$ cat src/rtl/dbg_ctrl_pkg.sv
package dbg_ctrl_pkg;

  localparam logic [11:0] ADDR_DCTL = 12'h7B0;
  localparam logic [11:0] ADDR_DPC  = 12'h7B1;
  localparam logic [3:0]  DBG_VERSION = 4'd4;

  // control register bit positions
  localparam int B_CETRIG = 19;
  localparam int B_EB_VS  = 17;
  localparam int B_EB_VU  = 16;
  localparam int B_EB_M   = 15;
  localparam int B_EB_S   = 13;
  localparam int B_EB_U   = 12;
  localparam int B_STEPIE = 11;
  localparam int B_STOPC  = 10;
  localparam int B_STOPT  = 9;
  localparam int B_V      = 5;
  localparam int B_NMIP   = 3;
  localparam int B_STEP   = 2;

  typedef enum logic [2:0] {
    CZ_NONE    = 3'd0,
    CZ_EBREAK  = 3'd1,
    CZ_TRIGGER = 3'd2,
    CZ_HALTREQ = 3'd3,
    CZ_STEP    = 3'd4,
    CZ_RSTHALT = 3'd5,
    CZ_GROUP   = 3'd6,
    CZ_OTHER   = 3'd7
  } cause_e;

  // Source vector index 0 is the highest priority.
  localparam int NUM_SRC = 7;
  localparam int S_CRIT = 0;
  localparam int S_RST  = 1;
  localparam int S_GRP  = 2;
  localparam int S_REQ  = 3;
  localparam int S_TRIG = 4;
  localparam int S_EBRK = 5;
  localparam int S_STEP = 6;

  typedef struct packed {
    logic vs;
    logic vu;
    logic m;
    logic s;
    logic u;
  } ebk_en_t;

  function automatic cause_e src_cause(input int idx);
    case (idx)
      S_CRIT:  return CZ_OTHER;
      S_RST:   return CZ_RSTHALT;
      S_GRP:   return CZ_GROUP;
      S_REQ:   return CZ_HALTREQ;
      S_TRIG:  return CZ_TRIGGER;
      S_EBRK:  return CZ_EBREAK;
      default: return CZ_STEP;
    endcase
  endfunction

  function automatic logic ebreak_hits(input logic [1:0] priv, input logic virt,
                                       input ebk_en_t en);
    case (priv)
      2'd3:    return en.m;
      2'd1:    return virt ? en.vs : en.s;
      2'd0:    return virt ? en.vu : en.u;
      default: return 1'b0;
    endcase
  endfunction

  function automatic logic [1:0] legal_priv(input logic [1:0] wr, input bit has_s,
                                            input bit has_u);
    case (wr)
      2'd1:    return has_s ? 2'd1 : 2'd3;
      2'd0:    return has_u ? 2'd0 : 2'd3;
      default: return 2'd3;
    endcase
  endfunction

endpackage

$ cat src/rtl/dbg_cause_arb.sv
module dbg_cause_arb
  import dbg_ctrl_pkg::*;
(
  input  logic               clk,
  input  logic               rst_n,
  input  logic [NUM_SRC-1:0] src_i,
  output logic               fire_o,
  output cause_e             cause_o,
  output logic [NUM_SRC-1:0] grant_o
);

  // isolate lowest set bit: index 0 carries the top priority
  assign grant_o = src_i & (~src_i + NUM_SRC'(1));
  assign fire_o  = |src_i;

  always_comb begin
    cause_o = CZ_NONE;
    for (int i = 0; i < NUM_SRC; i++) begin
      if (grant_o[i]) cause_o = src_cause(i);
    end
  end


  grant_onehot_chk: assert property (@(posedge clk) disable iff (!rst_n)
    $onehot0(grant_o));


  grant_subset_chk: assert property (@(posedge clk) disable iff (!rst_n)
    fire_o |-> ((grant_o & ~src_i) == '0) && (grant_o != '0));

endmodule

$ cat src/rtl/dbg_csr_regs.sv
module dbg_csr_regs
  import dbg_ctrl_pkg::*;
#(
  parameter int XLEN   = 32,
  parameter int IALIGN = 32,
  parameter bit HAS_S  = 1'b1,
  parameter bit HAS_U  = 1'b1,
  parameter bit HAS_V  = 1'b1
) (
  input  logic            clk,
  input  logic            rst_n,
  input  logic            dctl_we_i,
  input  logic            dpc_we_i,
  input  logic [XLEN-1:0] wdata_i,
  input  logic            enter_i,
  input  cause_e          enter_cause_i,
  input  logic [1:0]      enter_priv_i,
  input  logic            enter_virt_i,
  input  logic [XLEN-1:0] enter_pc_i,
  input  logic            nmi_pend_i,
  output logic [31:0]     dctl_o,
  output logic [XLEN-1:0] dpc_o,
  output logic            cetrig_o,
  output ebk_en_t         ebk_o,
  output logic            stepie_o,
  output logic            stopcount_o,
  output logic            stoptime_o,
  output logic            step_o,
  output cause_e          cause_o,
  output logic [1:0]      priv_o,
  output logic            virt_o
);

  localparam logic [XLEN-1:0] PC_MASK = (IALIGN == 32) ? ~XLEN'(3) : ~XLEN'(1);

  logic            cetrig_q, stepie_q, stopc_q, stopt_q, step_q, virt_q;
  ebk_en_t         ebk_q;
  cause_e          cause_q;
  logic [1:0]      priv_q;
  logic [XLEN-1:0] dpc_q;

  always_ff @(posedge clk or negedge rst_n) begin
    if (!rst_n) begin
      cetrig_q <= 1'b0;
      stepie_q <= 1'b0;
      stopc_q  <= 1'b0;
      stopt_q  <= 1'b0;
      step_q   <= 1'b0;
      virt_q   <= 1'b0;
      ebk_q    <= '0;
      cause_q  <= CZ_NONE;
      priv_q   <= 2'd3;
      dpc_q    <= '0;
    end else begin
      if (dctl_we_i) begin
        cetrig_q <= wdata_i[B_CETRIG];
        ebk_q.vs <= HAS_V && wdata_i[B_EB_VS];
        ebk_q.vu <= HAS_V && wdata_i[B_EB_VU];
        ebk_q.m  <= wdata_i[B_EB_M];
        ebk_q.s  <= HAS_S && wdata_i[B_EB_S];
        ebk_q.u  <= HAS_U && wdata_i[B_EB_U];
        stepie_q <= wdata_i[B_STEPIE];
        stopc_q  <= wdata_i[B_STOPC];
        stopt_q  <= wdata_i[B_STOPT];
        step_q   <= wdata_i[B_STEP];
        virt_q   <= HAS_V && wdata_i[B_V];
        priv_q   <= legal_priv(wdata_i[1:0], HAS_S, HAS_U);
      end
      if (dpc_we_i) dpc_q <= wdata_i & PC_MASK;
      // hardware capture wins over a same-cycle debugger write
      if (enter_i) begin
        cause_q <= enter_cause_i;
        priv_q  <= enter_priv_i;
        virt_q  <= HAS_V && enter_virt_i;
        dpc_q   <= enter_pc_i & PC_MASK;
      end
    end
  end

  always_comb begin
    dctl_o             = '0;
    dctl_o[31:28]      = DBG_VERSION;
    dctl_o[26:24]      = 3'd0;
    dctl_o[B_CETRIG]   = cetrig_q;
    dctl_o[B_EB_VS]    = ebk_q.vs;
    dctl_o[B_EB_VU]    = ebk_q.vu;
    dctl_o[B_EB_M]     = ebk_q.m;
    dctl_o[B_EB_S]     = ebk_q.s;
    dctl_o[B_EB_U]     = ebk_q.u;
    dctl_o[B_STEPIE]   = stepie_q;
    dctl_o[B_STOPC]    = stopc_q;
    dctl_o[B_STOPT]    = stopt_q;
    dctl_o[8:6]        = cause_q;
    dctl_o[B_V]        = virt_q;
    dctl_o[B_NMIP]     = nmi_pend_i;
    dctl_o[B_STEP]     = step_q;
    dctl_o[1:0]        = priv_q;
  end

  assign dpc_o       = dpc_q;
  assign cetrig_o    = cetrig_q;
  assign ebk_o       = ebk_q;
  assign stepie_o    = stepie_q;
  assign stopcount_o = stopc_q;
  assign stoptime_o  = stopt_q;
  assign step_o      = step_q;
  assign cause_o     = cause_q;
  assign priv_o      = priv_q;
  assign virt_o      = virt_q;


  prv_legal_chk: assert property (@(posedge clk) disable iff (!rst_n)
    (dctl_we_i && !enter_i) |=> (priv_q != 2'd2));


  dpc_align_chk: assert property (@(posedge clk) disable iff (!rst_n)
    (dpc_we_i || enter_i) |=> ((dpc_q & ~PC_MASK) == '0));


  cause_ro_chk: assert property (@(posedge clk) disable iff (!rst_n)
    (dctl_we_i && !enter_i) |=> $stable(cause_q));

endmodule

$ cat src/rtl/dbg_mode_ctrl.sv
module dbg_mode_ctrl
  import dbg_ctrl_pkg::*;
#(
  parameter int XLEN   = 32,
  parameter int IALIGN = 32,
  parameter bit HAS_S  = 1'b1,
  parameter bit HAS_U  = 1'b1,
  parameter bit HAS_V  = 1'b1
) (
  input  logic            clk,
  input  logic            rst_n,
  input  logic            halt_crit_i,
  input  logic            halt_rst_i,
  input  logic            halt_grp_i,
  input  logic            halt_req_i,
  input  logic            trig_i,
  input  logic            ebreak_i,
  input  logic            step_done_i,
  input  logic [1:0]      cur_priv_i,
  input  logic            cur_virt_i,
  input  logic [XLEN-1:0] next_pc_i,
  input  logic            nmi_pend_i,
  input  logic            resume_req_i,
  input  logic            csr_we_i,
  input  logic [11:0]     csr_addr_i,
  input  logic [XLEN-1:0] csr_wdata_i,
  output logic [XLEN-1:0] csr_rdata_o,
  output logic            debug_mode_o,
  output logic            resume_o,
  output logic [XLEN-1:0] resume_pc_o,
  output logic [1:0]      resume_priv_o,
  output logic            resume_virt_o,
  output logic            crit_err_o,
  output logic            ebreak_exc_o,
  output logic            irq_mask_o,
  output logic            stop_count_o,
  output logic            stop_time_o
);

  localparam logic [XLEN-1:0] PC_MASK = (IALIGN == 32) ? ~XLEN'(3) : ~XLEN'(1);

  logic               dbg_q, resume_q;
  logic               dctl_we, dpc_we;
  logic [31:0]        dctl_rd;
  logic [XLEN-1:0]    dpc_rd;
  logic               cetrig, stepie, stopc, stopt, step_en, virt_f;
  ebk_en_t            ebk_en;
  cause_e             cause_f, arb_cause;
  logic [1:0]         priv_f;
  logic               ebk_ok;
  logic [NUM_SRC-1:0] src_raw, arb_src, arb_grant;
  logic               enter, crit_reentry, leave;

  assign dctl_we = csr_we_i && (csr_addr_i == ADDR_DCTL);
  assign dpc_we  = csr_we_i && (csr_addr_i == ADDR_DPC);

  assign ebk_ok = ebreak_hits(cur_priv_i, cur_virt_i, ebk_en);

  always_comb begin
    src_raw         = '0;
    src_raw[S_CRIT] = halt_crit_i && cetrig;
    src_raw[S_RST]  = halt_rst_i;
    src_raw[S_GRP]  = halt_grp_i;
    src_raw[S_REQ]  = halt_req_i;
    src_raw[S_TRIG] = trig_i;
    src_raw[S_EBRK] = ebreak_i && ebk_ok;
    src_raw[S_STEP] = step_done_i && step_en;
  end

  // halt sources are only heard while the hart runs
  assign arb_src = dbg_q ? '0 : src_raw;

  dbg_cause_arb i_arb (
    .clk     (clk),
    .rst_n   (rst_n),
    .src_i   (arb_src),
    .fire_o  (enter),
    .cause_o (arb_cause),
    .grant_o (arb_grant)
  );

  dbg_csr_regs #(
    .XLEN   (XLEN),
    .IALIGN (IALIGN),
    .HAS_S  (HAS_S),
    .HAS_U  (HAS_U),
    .HAS_V  (HAS_V)
  ) i_regs (
    .clk           (clk),
    .rst_n         (rst_n),
    .dctl_we_i     (dctl_we),
    .dpc_we_i      (dpc_we),
    .wdata_i       (csr_wdata_i),
    .enter_i       (enter),
    .enter_cause_i (arb_cause),
    .enter_priv_i  (cur_priv_i),
    .enter_virt_i  (cur_virt_i),
    .enter_pc_i    (next_pc_i),
    .nmi_pend_i    (nmi_pend_i),
    .dctl_o        (dctl_rd),
    .dpc_o         (dpc_rd),
    .cetrig_o      (cetrig),
    .ebk_o         (ebk_en),
    .stepie_o      (stepie),
    .stopcount_o   (stopc),
    .stoptime_o    (stopt),
    .step_o        (step_en),
    .cause_o       (cause_f),
    .priv_o        (priv_f),
    .virt_o        (virt_f)
  );

  assign crit_reentry = dbg_q && resume_req_i && (cause_f == CZ_OTHER) && cetrig;
  assign leave        = dbg_q && resume_req_i && !crit_reentry;

  always_ff @(posedge clk or negedge rst_n) begin
    if (!rst_n) begin
      dbg_q    <= 1'b0;
      resume_q <= 1'b0;
    end else begin
      resume_q <= leave;
      if (enter)      dbg_q <= 1'b1;
      else if (leave) dbg_q <= 1'b0;
    end
  end

  always_comb begin
    case (csr_addr_i)
      ADDR_DCTL: csr_rdata_o = XLEN'(dctl_rd);
      ADDR_DPC:  csr_rdata_o = dpc_rd;
      default:   csr_rdata_o = '0;
    endcase
  end

  assign debug_mode_o  = dbg_q;
  assign resume_o      = resume_q;
  assign resume_pc_o   = dpc_rd;
  assign resume_priv_o = priv_f;
  assign resume_virt_o = virt_f;
  assign crit_err_o    = halt_crit_i && !cetrig && !dbg_q;
  assign ebreak_exc_o  = ebreak_i && !ebk_ok && !dbg_q;
  assign irq_mask_o    = dbg_q || (step_en && !stepie);
  assign stop_count_o  = dbg_q && stopc;
  assign stop_time_o   = dbg_q && stopt;


  crit_cause_chk: assert property (@(posedge clk) disable iff (!rst_n)
    (!dbg_q && halt_crit_i && cetrig) |=> (debug_mode_o && cause_f == CZ_OTHER));


  capture_chk: assert property (@(posedge clk) disable iff (!rst_n)
    enter |=> (priv_f == $past(cur_priv_i)) && (dpc_rd == ($past(next_pc_i) & PC_MASK)));


  resume_exit_chk: assert property (@(posedge clk) disable iff (!rst_n)
    resume_o |-> !debug_mode_o);


  crit_hold_chk: assert property (@(posedge clk) disable iff (!rst_n)
    crit_reentry |=> (debug_mode_o && !resume_o));


  halt_ignore_chk: assert property (@(posedge clk) disable iff (!rst_n)
    (dbg_q && !resume_req_i) |=> (debug_mode_o && $stable(cause_f)));

endmodule

$ cat config.mk
export PLATFORM = sky130hd
export DESIGN_NAME = dbg_mode_ctrl
export DESIGN_NICKNAME = d
export VERILOG_FILES = /design/src/rtl/dbg_ctrl_pkg.sv /design/src/rtl/dbg_cause_arb.sv /design/src/rtl/dbg_csr_regs.sv /design/src/rtl/dbg_mode_ctrl.sv
export SDC_FILE = /design/constraint.sdc
export NUM_CORES = 1
export LEC_CHECK = 0
export ABC_CLOCK_PERIOD_IN_PS = 2100
export BUFFER_PORTS_ARGS = -buffer_cell sky130_fd_sc_hd__clkbuf_2
export CORE_MARGIN = 4
export CORE_UTILIZATION = 39
export DETAILED_ROUTE_END_ITERATION = 8
export HOLD_SLACK_MARGIN = 0.05
export PLACE_DENSITY_LB_ADDON = 0.25
export SYNTH_ARGS = -nofsm -noshare
export SYNTH_HDL_FRONTEND = slang
export SYNTH_SLANG_ARGS = --single-unit
$ cat constraint.sdc
create_clock -name clk -period 2.1 [get_ports clk]
set_input_delay 0.21 -clock clk [delete_from_list [all_inputs] [get_ports clk]]
set_output_delay 0.21 -clock clk [all_outputs]
set_load 0.02 [all_outputs]
==> impl_metrics.yaml <==
outcome:
  status: "complete, no violations"
timing:
  tns_ns: 0
  fin_crit_sh: 0.9640
  rsz0062_at_grt: "no"
  hold_ws_ns: 0.1205
  finalMaxSlewViolations: 0
  fmax_mhz: 494.0
  hold_viol: 0
  fin_crit_ns: 2.024
  setup_viol: 0
  fin_worst_skew_ns: 0.005282
  fin_ws_ns: 0.07568
global_route:
  use_met3: 0.03445
  grt_overflow: 0
  use_met1: 0.2097
  grt-busiest-layer: "met2"
  grt_max_degree: 31
  grt_pass1_wl_um: 12330
  antenna_found_initial: 0
  grt_pass1_vias: 2540
  use_met2: 0.3406
  grtUsageTotal: 0.1827
synth:
  synthXorXnorAreaFrac: 0
  ys_seq_area_frac: 0.4361
  synthDistinctLibCells: 43
  yosys_warnings: 0
  synth.avg_cell_area_um2: 12.49
  synth_top_family_by_area: "multiplexers"
  synthMuxAreaShare: 0.3141
  ys_ff_latch: 48
  netlist_area_um2: 2760
  synthAdderAreaFrac: 0
  synth-simple-area-share: 0.1002
  synth_cells: 221
  synth_compound_area_frac: 0.09248
clock_network:
  cts_sinks: 48
  cts_tree: "done"
  clk_path_buf_depth: 2
  clk_pin_slew_ns: 0.09
  numCtsBuffers: 5
  worstSkewPairLatency_ns: 0.30
  cts-root-buf: "clkbuf_8"
  cts_htree_levels: 2
place:
  place_ws_ns: 0.08539
  gp_congestion: 0.7728
  dpl.hpwl_um: 6012
  port_buffers: 160
  place_inst: 474
  placed_area_um2: 3706
routing:
  drtIter0Drc: 45
  dr.pass1.iters: 4
  finalWirelength_um: 7643
  drtAntennaViolNets: 0
  routedWlPerCell_um: 15.79
  routed_via_density: 4.919
  drc_errors: 0
  vias: 2381
floorplan:
  start_util: 0.4040
  coreArea_um2: 6832
  die_area_um2: 8487
  row_count: 30
  die_x_um: 92.13
  io_pins: 165
  dieHeight_um: 92.13
finish:
  final_nets: 478
  fillers: 647
  finish.instance_area_um2: 3860
  final_layout_size_suffix_gt1_frac: 0.5876
  seqCellArea_um2: 1204
  final_common_cell: "clkbuf_2"
  final_cells: 484
  diodes: 0
  layout_common_cells: "159 x clkbuf_2, 46 x dfrtp_1, 37 x mux2_2"
  syn2layout_area_growth_pct: 39.85
  multi_input_area_um2: 1428
worst_setup_path:
  required_ns: 1.89
  cp-end-kind: "primary output"
  startpoint_type: "register"
  crit_buf_inv: 2
  cp.arrival_ns: 1.81
  cp_top_family: "multiplexers"
  cp_slowest_cell: "mux4_2"
  worst_path_largest_cell_delay_ns: 0.50
  worstPathMaxFanout: 4
  worstSetupPathType: "reg2out"
  crit_top_cell: "buf_4"
  crit_path_cell_trace: "mux4_2 -> a21oi_4 -> buf_4 -> nor2b_1 -> buf_4"
job:
  max_cap_viol_count: 0
power_and_ir_drop:
  power_leakage_nw: 1.969
  vdd_ir_drop_max_mv: 0.5170
  p_per_area_nw_per_um2: 1091
min_path:
  min_path_type: "in2reg"
[report_power, final]
part           internal (mW)  leakage [nW]  switching (mW)
Clock                  0.420        0.0645           0.303
Combinational          0.879          1.33            1.02
Sequential              1.31         0.576           0.281
Total                   2.61          1.97            1.60
[synthesized netlist by cell type]
cell type   n  share of area
nand3b_1    1         0.0027
a21boi_0    1         0.0027
mux2_1     34           0.14
dfrtp_1    46           0.42
nor4_4      1         0.0077
nor4_1      1         0.0023
nand2b_1    1         0.0023
inv_1       7         0.0095
nor4_2      1         0.0045
a221oi_1    1         0.0032
nor3_2      1         0.0036
nor3b_1     2         0.0054
conb_1      1         0.0014
buf_6       3          0.012
mux2_4      1         0.0054
or4b_1      1         0.0036
o211ai_1    1         0.0027
buf_8       2          0.011
and3_1      1         0.0023
o2111ai_1   1         0.0032
nor2b_1     1         0.0023
mux2_2     37           0.15
dfstp_2     2          0.019
nand4_1     1         0.0023
o2bb2ai_1   1         0.0032
a22o_1     15          0.048
a21o_1      3         0.0082
nand4b_1    1         0.0032
buf_4       4          0.011
mux2i_1     3          0.011
clkbuf_1    5         0.0068
nand2_1     4         0.0054
buf_2       3         0.0054
o21ai_0     5         0.0091
mux4_2      1         0.0082
a21oi_2     1         0.0032
o211a_1     1         0.0036
a41oi_1     1         0.0032
a211oi_1    1         0.0027
nor3_1      1         0.0018
nor2_1      3         0.0041
and2_1     17          0.039
nand4bb_1   2         0.0082
[layer usage]
metal,vias to the layer above,share of wire
met3,8,0.056
met1,1153,0.39
met4,0,0.017
li1,1137,-
met2,83,0.53
met5,-,0
[area by class of cell]
class                      count  share of cell area
multi-input combinational    150              0.3699
sequential                    48              0.3118
timing repair buffer         175              0.2477
tap                           96             0.03112
clock buffer                   7             0.02496
clock inverter                 1            0.007780
inverter                       7            0.006807
[kinds of logic after synthesis]
logic type      Yosys count
buf+inv                  24
simple gates             40
mux                      76
other cells               1
flops                    48
compound gates           32
[path summary, 6_finish.rpt]
check | endpoint | cells past startpoint | from | slack (ns)
hold / removal | i_regs.dpc_o[11] | 2 | next_pc_i[11] | 0.12
setup reg to reg | i_regs.dpc_o[4] | 5 | i_regs.dctl_o[17] | 0.12
min in group asynchronous | i_regs.dpc_o[12] | 2 | rst_n | 0.32
hold reg to reg | i_regs.stopcount_o | 1 | i_regs.stopcount_o | 0.54
max in group asynchronous | i_regs.dpc_o[30] | 3 | rst_n | 1.20
setup / recovery | ebreak_exc_o | 5 | i_regs.dctl_o[17] | 0.08
[per-stage QoR]
| stage | power, mW | util |
|---|---|---|
| after floorplan | 2.928 | - |
| after global placement | 3.480 | 0.5425 |
| after detailed placement | 3.540 | 0.5425 |
| after CTS | 4.284 | 0.5647 |
| after global routing | 4.492 | 0.5650 |
| final | 4.213 | 0.5650 |
[state kept, by name (all words and copies together), names as in the netlist, 2 cells and up]
| name | cells |
|---|---|
| i_regs.priv_o | 2 |
| i_regs.dpc_o | 30 |
| i_regs.dctl_o | 5 |
| i_regs.cause_o | 3 |
[timing repair]
item	in CTS	in global routing
setup endpoints to repair	1	1
endpoints found under the hold margin	8	0
pin swaps	0	1
hold buffers	1	0
buffers inserted	1	0
resized for setup	1	2
Power figures use the tool's default switching activity.
